## config.mk

```make
export PLATFORM = sky130hd
export DESIGN_NAME = vipc_top
export DESIGN_NICKNAME = d
export VERILOG_FILES = /design/src/rtl/vipc_pkg.sv /design/src/rtl/vipc_lod.sv /design/src/rtl/vipc_cfg.sv /design/src/rtl/vipc_top.sv
export SDC_FILE = /design/constraint.sdc
export NUM_CORES = 2
export LEC_CHECK = 0
export BUFFER_PORTS_ARGS = -buffer_cell sky130_fd_sc_hd__buf_2
export CELL_PAD_IN_SITES_DETAIL_PLACEMENT = 1
export CELL_PAD_IN_SITES_GLOBAL_PLACEMENT = 2
export CORE_ASPECT_RATIO = 0.75
export CORE_MARGIN = 5
export CORE_UTILIZATION = 37
export DETAILED_ROUTE_END_ITERATION = 8
export PLACE_DENSITY_LB_ADDON = 0.1
export SYNTH_ARGS = -nofsm -noshare
export SYNTH_HDL_FRONTEND = slang
export SYNTH_SLANG_ARGS = --single-unit
```

## constraint.sdc

```tcl
create_clock -name clk -period 5.2 [get_ports clk]
set_input_delay 1.04 -clock clk [delete_from_list [all_inputs] [get_ports clk]]
set_output_delay 1.04 -clock clk [all_outputs]
set_load 0.005 [all_outputs]
```

## src/rtl/vipc_pkg.sv

```systemverilog
package vipc_pkg;
  localparam int VEC_W   = 8;
  localparam int NUM_VEC = 1 << VEC_W;
  localparam int GRP_W   = 32;
  localparam int SVR_W   = 9;
  localparam int CLS_LSB = 4;

  // Priority class of an 8-bit vector/priority value
  function automatic logic [VEC_W-CLS_LSB-1:0] cls_of(input logic [VEC_W-1:0] v);
    return v[VEC_W-1:CLS_LSB];
  endfunction

  // Processor priority from task priority and highest in-service vector
  function automatic logic [VEC_W-1:0] calc_ppr(input logic [VEC_W-1:0] tpr,
                                                input logic             isr_vld,
                                                input logic [VEC_W-1:0] isr_top);
    logic [VEC_W-CLS_LSB-1:0] c;
    c = isr_vld ? cls_of(isr_top) : '0;
    if (cls_of(tpr) >= c) return tpr;
    return {c, {CLS_LSB{1'b0}}};
  endfunction

  // Request outranks processor priority
  function automatic logic pend_ok(input logic [VEC_W-1:0] req,
                                   input logic [VEC_W-1:0] ppr);
    return (ppr == '0) || (cls_of(req) > cls_of(ppr));
  endfunction
endpackage

```

## src/rtl/vipc_lod.sv

```systemverilog
module vipc_lod #(
  parameter int N  = vipc_pkg::NUM_VEC,
  parameter int G  = vipc_pkg::GRP_W,
  localparam int IW = $clog2(N),
  localparam int GW = $clog2(G),
  localparam int NG = N / G
) (
  input  logic [N-1:0]  bits,
  output logic [IW-1:0] idx,
  output logic          vld
);
  logic [NG-1:0] grp_vld;
  logic [GW-1:0] grp_idx [NG];

  for (genvar g = 0; g < NG; g++) begin : g_grp
    always_comb begin
      grp_idx[g] = '0;
      for (int b = 0; b < G; b++)
        if (bits[g*G + b]) grp_idx[g] = GW'(b);
    end
    assign grp_vld[g] = |bits[g*G +: G];
  end

  always_comb begin
    idx = '0;
    for (int g = 0; g < NG; g++)
      if (grp_vld[g]) idx = IW'(g * G) + IW'(grp_idx[g]);
  end
  assign vld = |grp_vld;
endmodule

```

## src/rtl/vipc_cfg.sv

```systemverilog
module vipc_cfg #(
  parameter int VW = vipc_pkg::VEC_W,
  parameter int SW = vipc_pkg::SVR_W,
  parameter int WW = 16
) (
  input  logic          clk,
  input  logic          rst_n,
  input  logic          tpr_we,
  input  logic [VW-1:0] tpr_wdata,
  input  logic          svr_we,
  input  logic [WW-1:0] svr_wdata,
  output logic [VW-1:0] tpr,
  output logic [SW-1:0] svr
);
  always_ff @(posedge clk or negedge rst_n) begin
    if (!rst_n) begin
      tpr <= '0;
      svr <= SW'({VW{1'b1}});
    end else begin
      if (tpr_we) tpr <= tpr_wdata;
      if (svr_we) svr <= svr_wdata[SW-1:0];
    end
  end

  p_svr_width_r10: assert property (@(posedge clk) disable iff (!rst_n)
    svr_we |=> svr == $past(svr_wdata[SW-1:0]));
endmodule

```

## src/rtl/vipc_top.sv

```systemverilog
module vipc_top
  import vipc_pkg::*;
#(
  parameter int VW = VEC_W,
  parameter int GW = GRP_W,
  localparam int NV = 1 << VW
) (
  input  logic          clk,
  input  logic          rst_n,
  input  logic          set_valid,
  input  logic [VW-1:0] set_vector,
  input  logic          set_level,
  input  logic          ack,
  input  logic          eoi,
  input  logic          tpr_we,
  input  logic [VW-1:0] tpr_wdata,
  input  logic          svr_we,
  input  logic [15:0]   svr_wdata,
  output logic          irq_pending,
  output logic          ack_valid,
  output logic [VW-1:0] ack_vector,
  output logic          ack_level,
  output logic [VW-1:0] ppr_out
);
  logic [NV-1:0] irr_q, isr_q, tmr_q, irr_n, isr_n, tmr_n;
  logic [VW-1:0] irr_top, isr_top, tpr;
  logic          irr_vld, isr_vld;
  logic [SVR_W-1:0] svr;
  logic          enable, ack_block, ack_grant, eoi_hit;

  vipc_cfg #(.VW(VW), .SW(SVR_W), .WW(16)) u_cfg (
    .clk, .rst_n, .tpr_we, .tpr_wdata, .svr_we, .svr_wdata, .tpr, .svr);

  vipc_lod #(.N(NV), .G(GW)) u_irr_lod (.bits(irr_q), .idx(irr_top), .vld(irr_vld));
  vipc_lod #(.N(NV), .G(GW)) u_isr_lod (.bits(isr_q), .idx(isr_top), .vld(isr_vld));

  assign enable    = svr[VW];
  assign ppr_out   = calc_ppr(tpr, isr_vld, isr_top);
  assign ack_block = ack && enable && irr_vld && (tpr != '0) && (irr_top <= tpr);
  assign ack_grant = ack && enable && irr_vld && !ack_block;
  assign eoi_hit   = eoi && isr_vld;

  always_comb begin
    irr_n = irr_q;
    isr_n = isr_q;
    tmr_n = tmr_q;
    if (ack_grant) begin
      irr_n[irr_top] = 1'b0;
    end
    if (eoi_hit) isr_n[isr_top] = 1'b0;
    if (ack_grant) isr_n[irr_top] = 1'b1;
    if (set_valid) begin
      irr_n[set_vector] = 1'b1;
      tmr_n[set_vector] = set_level;
    end
  end

  always_ff @(posedge clk or negedge rst_n) begin
    if (!rst_n) begin
      irr_q       <= '0;
      isr_q       <= '0;
      tmr_q       <= '0;
      irq_pending <= 1'b0;
      ack_valid   <= 1'b0;
      ack_vector  <= '0;
      ack_level   <= 1'b0;
    end else begin
      irr_q       <= irr_n;
      isr_q       <= isr_n;
      tmr_q       <= tmr_n;
      irq_pending <= enable && irr_vld && pend_ok(irr_top, ppr_out);
      ack_valid   <= ack_grant || ack_block;
      ack_vector  <= ack_grant ? irr_top : svr[VW-1:0];
      ack_level   <= ack_grant && tmr_q[irr_top];
    end
  end

  p_pend_enable_r9: assert property (@(posedge clk) disable iff (!rst_n)
    irq_pending |-> $past(enable) && $past(irr_vld));
  p_ack_disabled_r9: assert property (@(posedge clk) disable iff (!rst_n)
    (ack && !enable) |=> !ack_valid);
  p_grant_clears_r7: assert property (@(posedge clk) disable iff (!rst_n)
    (ack_grant && !(set_valid && set_vector == irr_top))
      |=> !irr_q[$past(irr_top)] && isr_q[$past(irr_top)]);
  p_block_keeps_r6: assert property (@(posedge clk) disable iff (!rst_n)
    (ack_block && !set_valid) |=> irr_q == $past(irr_q) && ack_vector == $past(svr[VW-1:0]));
  p_eoi_clears_r8: assert property (@(posedge clk) disable iff (!rst_n)
    (eoi_hit && !ack_grant) |=> !isr_q[$past(isr_top)]);
  p_ppr_floor_r4: assert property (@(posedge clk) disable iff (!rst_n)
    ppr_out >= tpr);
endmodule

```

# Yosys cells after proc, flatten, opt, wreduce, memory -nomap -nowiden
# Cells that the tools add are included.
word_totals:
  inputBits: 40
  output_inout_bits: 19
  reg_bits: 796
  elab_cells: 603
classes:
  reduce_logical: 35
  addsub: 14
  n_mux: 530
  bitwise: 6
  order_cmp: 9
ops:
  columns: ["op", "count"]
  rows:
  - ["5-bit two-way mux", 258]
  - ["256-bit two-way mux", 4]
  - ["4-bit two-way mux", 129]
  - ["256-bit bitwise AND", 2]
  - ["256-bit NOT", 2]
  - ["256-bit bitwise OR", 2]
  - ["256-bit OR reduction", 2]
  - ["32-bit OR reduction", 16]
  - ["256-bit bitwise mux", 1]
  - ["3-bit two-way mux", 64]
  - ["8-bit two-way mux", 17]
  - ["2-bit two-way mux", 32]
  - ["7-bit by 5-bit adder with 8-bit output, first input constant", 4]
  - ["8-bit by 5-bit adder with 8-bit output, first input constant", 4]
  - ["8-bit by 9-bit < comparator with 1-bit output, second input constant", 3]
  - ["1-bit demux with 8-bit select", 3]
  - ["8-bit by 1-bit >= comparator with 1-bit output, second input constant", 3]
  - ["1-bit two-way mux", 21]
  - ["7-bit by 6-bit adder with 8-bit output, first input constant", 2]
  - ["6-bit by 5-bit adder with 7-bit output, first input constant", 2]
  - ["6-bit by 6-bit adder with 7-bit output, first input constant", 2]
  - ["1-bit logical AND", 12]
  - ["1-bit binary-select mux with 8-bit select", 1]
  - ["8-bit <= comparator", 1]
  - ["other kinds (6)", 7]

# Logic depth before layout (Yosys ltp)
logic_depth:
  word_depth: 48
  depth_mapped: 28
  mapped_depth_nobuf: 24

# Modules after synthesis
# A second synthesis with hierarchy kept.
hier_totals:
  hier_cells: 4178
  area_unflattened_um2: 40023.4
modules_own_cells:
  columns: ["module", "seq_area_each_um2", "cells_per_inst", "instances", "area_each_um2"]
  rows:
  - ["vipc_top", 19493.7, 3064, 1, 33314.5]
  - ["vipc_lod", 0.0, 539, 2, 2997.9]
  - ["vipc_cfg", 435.4, 36, 1, 713.2]

# Worst setup path after synthesis
# Ideal clock, no wire load.
synth_timing:
  kind: "flip-flop to output port"
  startpoint: "register isr_q[100]"
  endpoint: "output ppr_out[7]"
  path_slack_ns: 0.000
  path_stages_with_launch: 21
  t_arrival_ns: 4.160
  n_path_buf: 2
  required_ns: 4.160
  cell_sequence: "dfrtp_1 > or4_1 > nor4b_2 > nand4_1 > nor3_2 > o211ai_1 > a21oi_1 > o21ai_1 > a21oi_1 > nor2_1 > or2_1 > buf_2 > ha_1 > nand2b_1 > a21o_1 > a21o_1 > a21oi_1 > clkbuf_1 > nand2_1 > o21ai_0 > inv_1"
synth_between:
  elab_chain_cells: 38
  word_cells_on_any_way: 40
  classes_between: "add/sub (1); order compare (1); mux (36); reduce/logical (2)"
synth_lines:
  columns: ["item", "line_no", "rtl"]
  rows:
  - ["start: declaration", "vipc_top.sv:25", "logic [NV-1:0] irr_q, isr_q, tmr_q, irr_n, isr_n, tmr_n;"]
  - ["start signal: assignment", "vipc_top.sv:69", "isr_q <= isr_n;"]
  - ["3-bit two-way mux (4 in series)", "vipc_lod.sv:19", "if (bits[g*G + b]) grp_idx[g] = GW'(b);"]
  - ["4-bit two-way mux (8 in series)", "vipc_lod.sv:19", null]
  - ["5-bit two-way mux (16 in series)", "vipc_lod.sv:19", null]
  - ["7-bit by 5-bit adder with 8-bit output", "vipc_lod.sv:27", "if (grp_vld[g]) idx = IW'(g * G) + IW'(grp_idx[g]);"]
  - ["8-bit two-way mux (5 in series)", "vipc_lod.sv:27", null]
  - ["4-bit two-way mux *", "vipc_pkg.sv:18", "c = isr_vld ? cls_of(isr_top) : '0;"]
  - ["4-bit >= comparator", "vipc_pkg.sv:19", "if (cls_of(tpr) >= c) return tpr;"]
  - ["1-bit two-way mux", "vipc_pkg.sv:19", null]
  - ["8-bit two-way mux *", "vipc_pkg.sv:20", "return {c, {CLS_LSB{1'b0}}};"]
  - ["end: declaration", "vipc_top.sv:23", "output logic [VW-1:0] ppr_out"]
# Mark *: on every way between the ends. The rest lies on a longest branch, timed or not.

# Final worst setup path
layout_timing:
  startpoint: "register isr_q[100]"
  endpoint: "output ppr_out[5]"
# The elaborated chain is that of the path after synthesis.

==> results.cfg <==
[layout]
fill_cells = 12500
drive_above_1_share_pct = 27.4
syn_to_final_growth_pct = 28.5
layout_commonest_cell = dfrtp_1
regArea_mm2 = 0.0199
final_cell_mix = dfrtp_1 (788), buf_4 (645), nand2_1 (525)
multiInputGateArea_mm2 = 0.0206
nets = 5231
fin_util_pct = 48.1

[timing]
period_needed_ns = 6.09
worst_pin_slew_ns = 1.54
report.final.slew_viol_count = 5
fmax_mhz = 164
setup_ws_ns = -0.893
hold_viol_final = 0
rsz0062_at_grt = yes
finalCritPeriodShare_pct = 117
max_slew_margin_pct = -3.20
fin_worst_skew_ns = 0.0243
setup_violations = 10
tns_ns = -7.31

[floorplanning]
core_mm2 = 0.110
die_w_um = 395
initial_core_util_pct = 37.4
die_h_um = 299
die_area_mm2 = 0.118
num_io_pins = 59
core.rowCount = 105

[setup_path]
arrival_ns = 5.05
start_kind = register
cp_common_cell = a21oi_2
path_class = register to output pin
critPathMaxStageDelay_ns = 0.56
required_ns = 4.16
cp_num_buf_inv = 4
slowest_stage = or4_4
crit_family = simple AND/OR/NAND/NOR gates
crit_chain = or4_4 -> nor4b_4 -> nand4_1 -> nor3_2 -> o211ai_1 -> a21oi_1 -> buf_4 -> o21ai_2 -> a21oi_2 -> nor2_2 -> or2_4 -> ha_4 -> nand2b_4 -> a21o_1 -> a21o_1 -> a21oi_2 -> buf_6 -> nor2_2 -> a21oi_2 -> inv_1 -> buf_2
crit_fanout = 5
end_kind = output pin

[power]
p_int_mw = 15.0
power_mw = 28.5
switching_share_pct = 47.3
vdd.ir_drop.worst_uv = 526
pwr-share-seq_pct = 25.2
leakage_nw = 24.3
power_frac_clock_pct = 22.8
switchingPower_mw = 13.5
p_comb_share_pct = 52.0
power_density_mw_per_mm2 = 540

[synthesis]
syn-cell-area_mm2 = 0.0411
synth_fa_ha_area_share_pct = 0.487
synthArstFlopShare_pct = 100
synthMuxAreaShare_pct = 6.30
synth-compound-area-share_pct = 21.7
synth_cell_types = 90
synth.avg_cell_area_um2 = 8.98
synth-simple-area-share_pct = 18.7
netlist_instances = 4574
synth_ff_type = dfrtp_1
yosys_warnings = 0
synth_top_family_by_area = compound AO/OA/AOI/OAI gates
yosysSeqAreaShare_pct = 48.5
synth-xor-area-share_pct = 0
syn-num-nets = 4630
synth_edf_count = 0
synth-seq-cells = 796

[drt]
via_per_inst = 6.17
via_count = 41300
ant_nets = 0
dr.pass1.iters = 6
wl_per_cell_um = 30.6
wirelength_um = 205000
drt_iter0_markers = 3813
drc = 0

[placed_design]
post-dp-hpwl_um = 143000
place_congestion = 0.966
io_buffers = 51

[global_route]
grt-ovfl-total = 0
track_usage_pct = 33.4
grt_pass1_wl_um = 293000
antenna_found_initial = 6
grt_max_degree = 112
grt_pass1_vias = 41400

[status]
failed_checks = capacitance limit, slew limit, setup timing
status = complete, but fails checks

[clocking]
cts_sinks = 796
clk_pin_slew_ns = 0.06
cts_tree = built
ctsHoldBuffers = 0
cts_made_buffers = 89
cts.htree.levels = 3
cts_root_buffer = clkbuf_16
clk_path_buf_depth = 3
clk_latency_ns = 0.70

[flow_run]
maxCapViolations = 1

[hold_path]
hp-class = input port to asynchronous set/reset pin
-- area by class of cell --
| cell class | count | area share, % |
|---|---|---|
| multi-input combinational | 3353 | 39.1 |
| tap | 1444 | 3.42 |
| sequential | 796 | 37.7 |
| inverter | 128 | 0.917 |
| clock buffer | 136 | 5.01 |
| clock inverter | 24 | 0.467 |
| timing repair buffer | 807 | 13.4 |
| antenna | 1 | 0.00474 |
-- metrics by stage --
stage / hold WS, ns / std cells / instance area (µm²) / worst slack [ns]
after floorplan: 0.459 / 4574 / 41100 / 0.0326
after global placement: 0.482 / 6471 / 48000 / -0.475
after detailed placement: 0.490 / 6471 / 48000 / -0.566
after CTS: 0.402 / 6648 / 51300 / -0.865
after global routing: 0.426 / 6688 / 52800 / -1.13
final: 0.372 / 6689 / 52800 / -0.893
-- routing by layer --
metal | GRT usage [%] | up-vias | wire length, µm
met5 | 0 | - | 32
met4 | 9.65 | 6 | 6350
met3 | 6.83 | 310 | 17500
met2 | 49.6 | 1686 | 87800
met1 | 49.2 | 21400 | 93200
li1 | - | 17900 | -
-- what timing repair did --
item                                    4_1_cts  5_1_grt
gates resized for setup                      44      417
endpoints found under the setup margin      477      505
setup buffers                                16       27
pin swaps                                    16       76
cloned                                        1       14
-- registers in the layout (all words and copies together) (netlist names) --
signal / count
tmr_q: 256
irq_pending: 1
ack_level: 1
ack_valid: 1
ack_vector: 8
u_cfg.svr: 9
isr_q: 256
u_cfg.tpr: 8
irr_q: 256
-- power groups by stage --
stage | combinational [mW] | sequential (mW) | clock (mW)
after CTS | 13.8 | 7.17 | 6.58
after detailed placement | 13.6 | 7.27 | 0
final | 14.8 | 7.20 | 6.49
after global placement | 13.6 | 7.25 | 0
after floorplan | 6.03 | 7.18 | 0
after global routing | 15.2 | 7.26 | 6.80
-- cells in the mapped netlist (34+ instances only) --
cell	number	share of area (%)
mux2_2	202	5.5
nor2_1	413	3.8
dfrtp_1	788	48
clkbuf_1	227	2.1
o22ai_1	38	0.58
nand4_1	40	0.61
a21o_1	74	1.4
nor3_1	102	1.2
nor2b_1	34	0.52
nor4_1	136	2.1
buf_2	43	0.52
a21oi_1	273	3.3
nand3_1	174	2.1
a31oi_1	97	1.5
o21ai_0	557	6.8
nand2b_1	38	0.58
inv_1	124	1.1
o31ai_1	143	2.6
nand2_1	571	5.2
-- cell families (layout without fill, tap and decap cells) --
kind of cell	after synthesis	in the layout
adders and majority gates	16	16
buffers and inverters	427	1095
AOI/OAI and AO/OA	1455	1455
and+or+nand+nor	1647	1649
other	0	1
muxes	233	233
DFF	796	796
-- worst register-to-register path, delay by kind of cell (launching register included) --
family	cells	cell delay, ns
AOI/OAI and AO/OA	12	1.65
DFF	1	0.37
and+or+nand+nor	8	1.93
buffers and inverters	11	1.34
adders and majority gates	2	0.45
-- path summary, 6_finish.rpt --
path                                        start                      to  slack, ns  cells past startpoint
min                                         rst_n  tmr_q[225]$_DFFE_PN0P_       0.37                      1
max                          isr_q[100]$_DFF_PN0_              ppr_out[5]      -0.89                     21
min in group clk           tmr_q[223]$_DFFE_PN0P_  tmr_q[223]$_DFFE_PN0P_       0.51                      1
min reg2reg                tmr_q[223]$_DFFE_PN0P_  tmr_q[223]$_DFFE_PN0P_       0.51                      1
max reg2reg                  isr_q[100]$_DFF_PN0_   irq_pending$_DFF_PN0_      -0.68                     33
max in group asynchronous                   rst_n     isr_q[23]$_DFF_PN0_       3.60                      2
(Power assumes the default switching activity.)
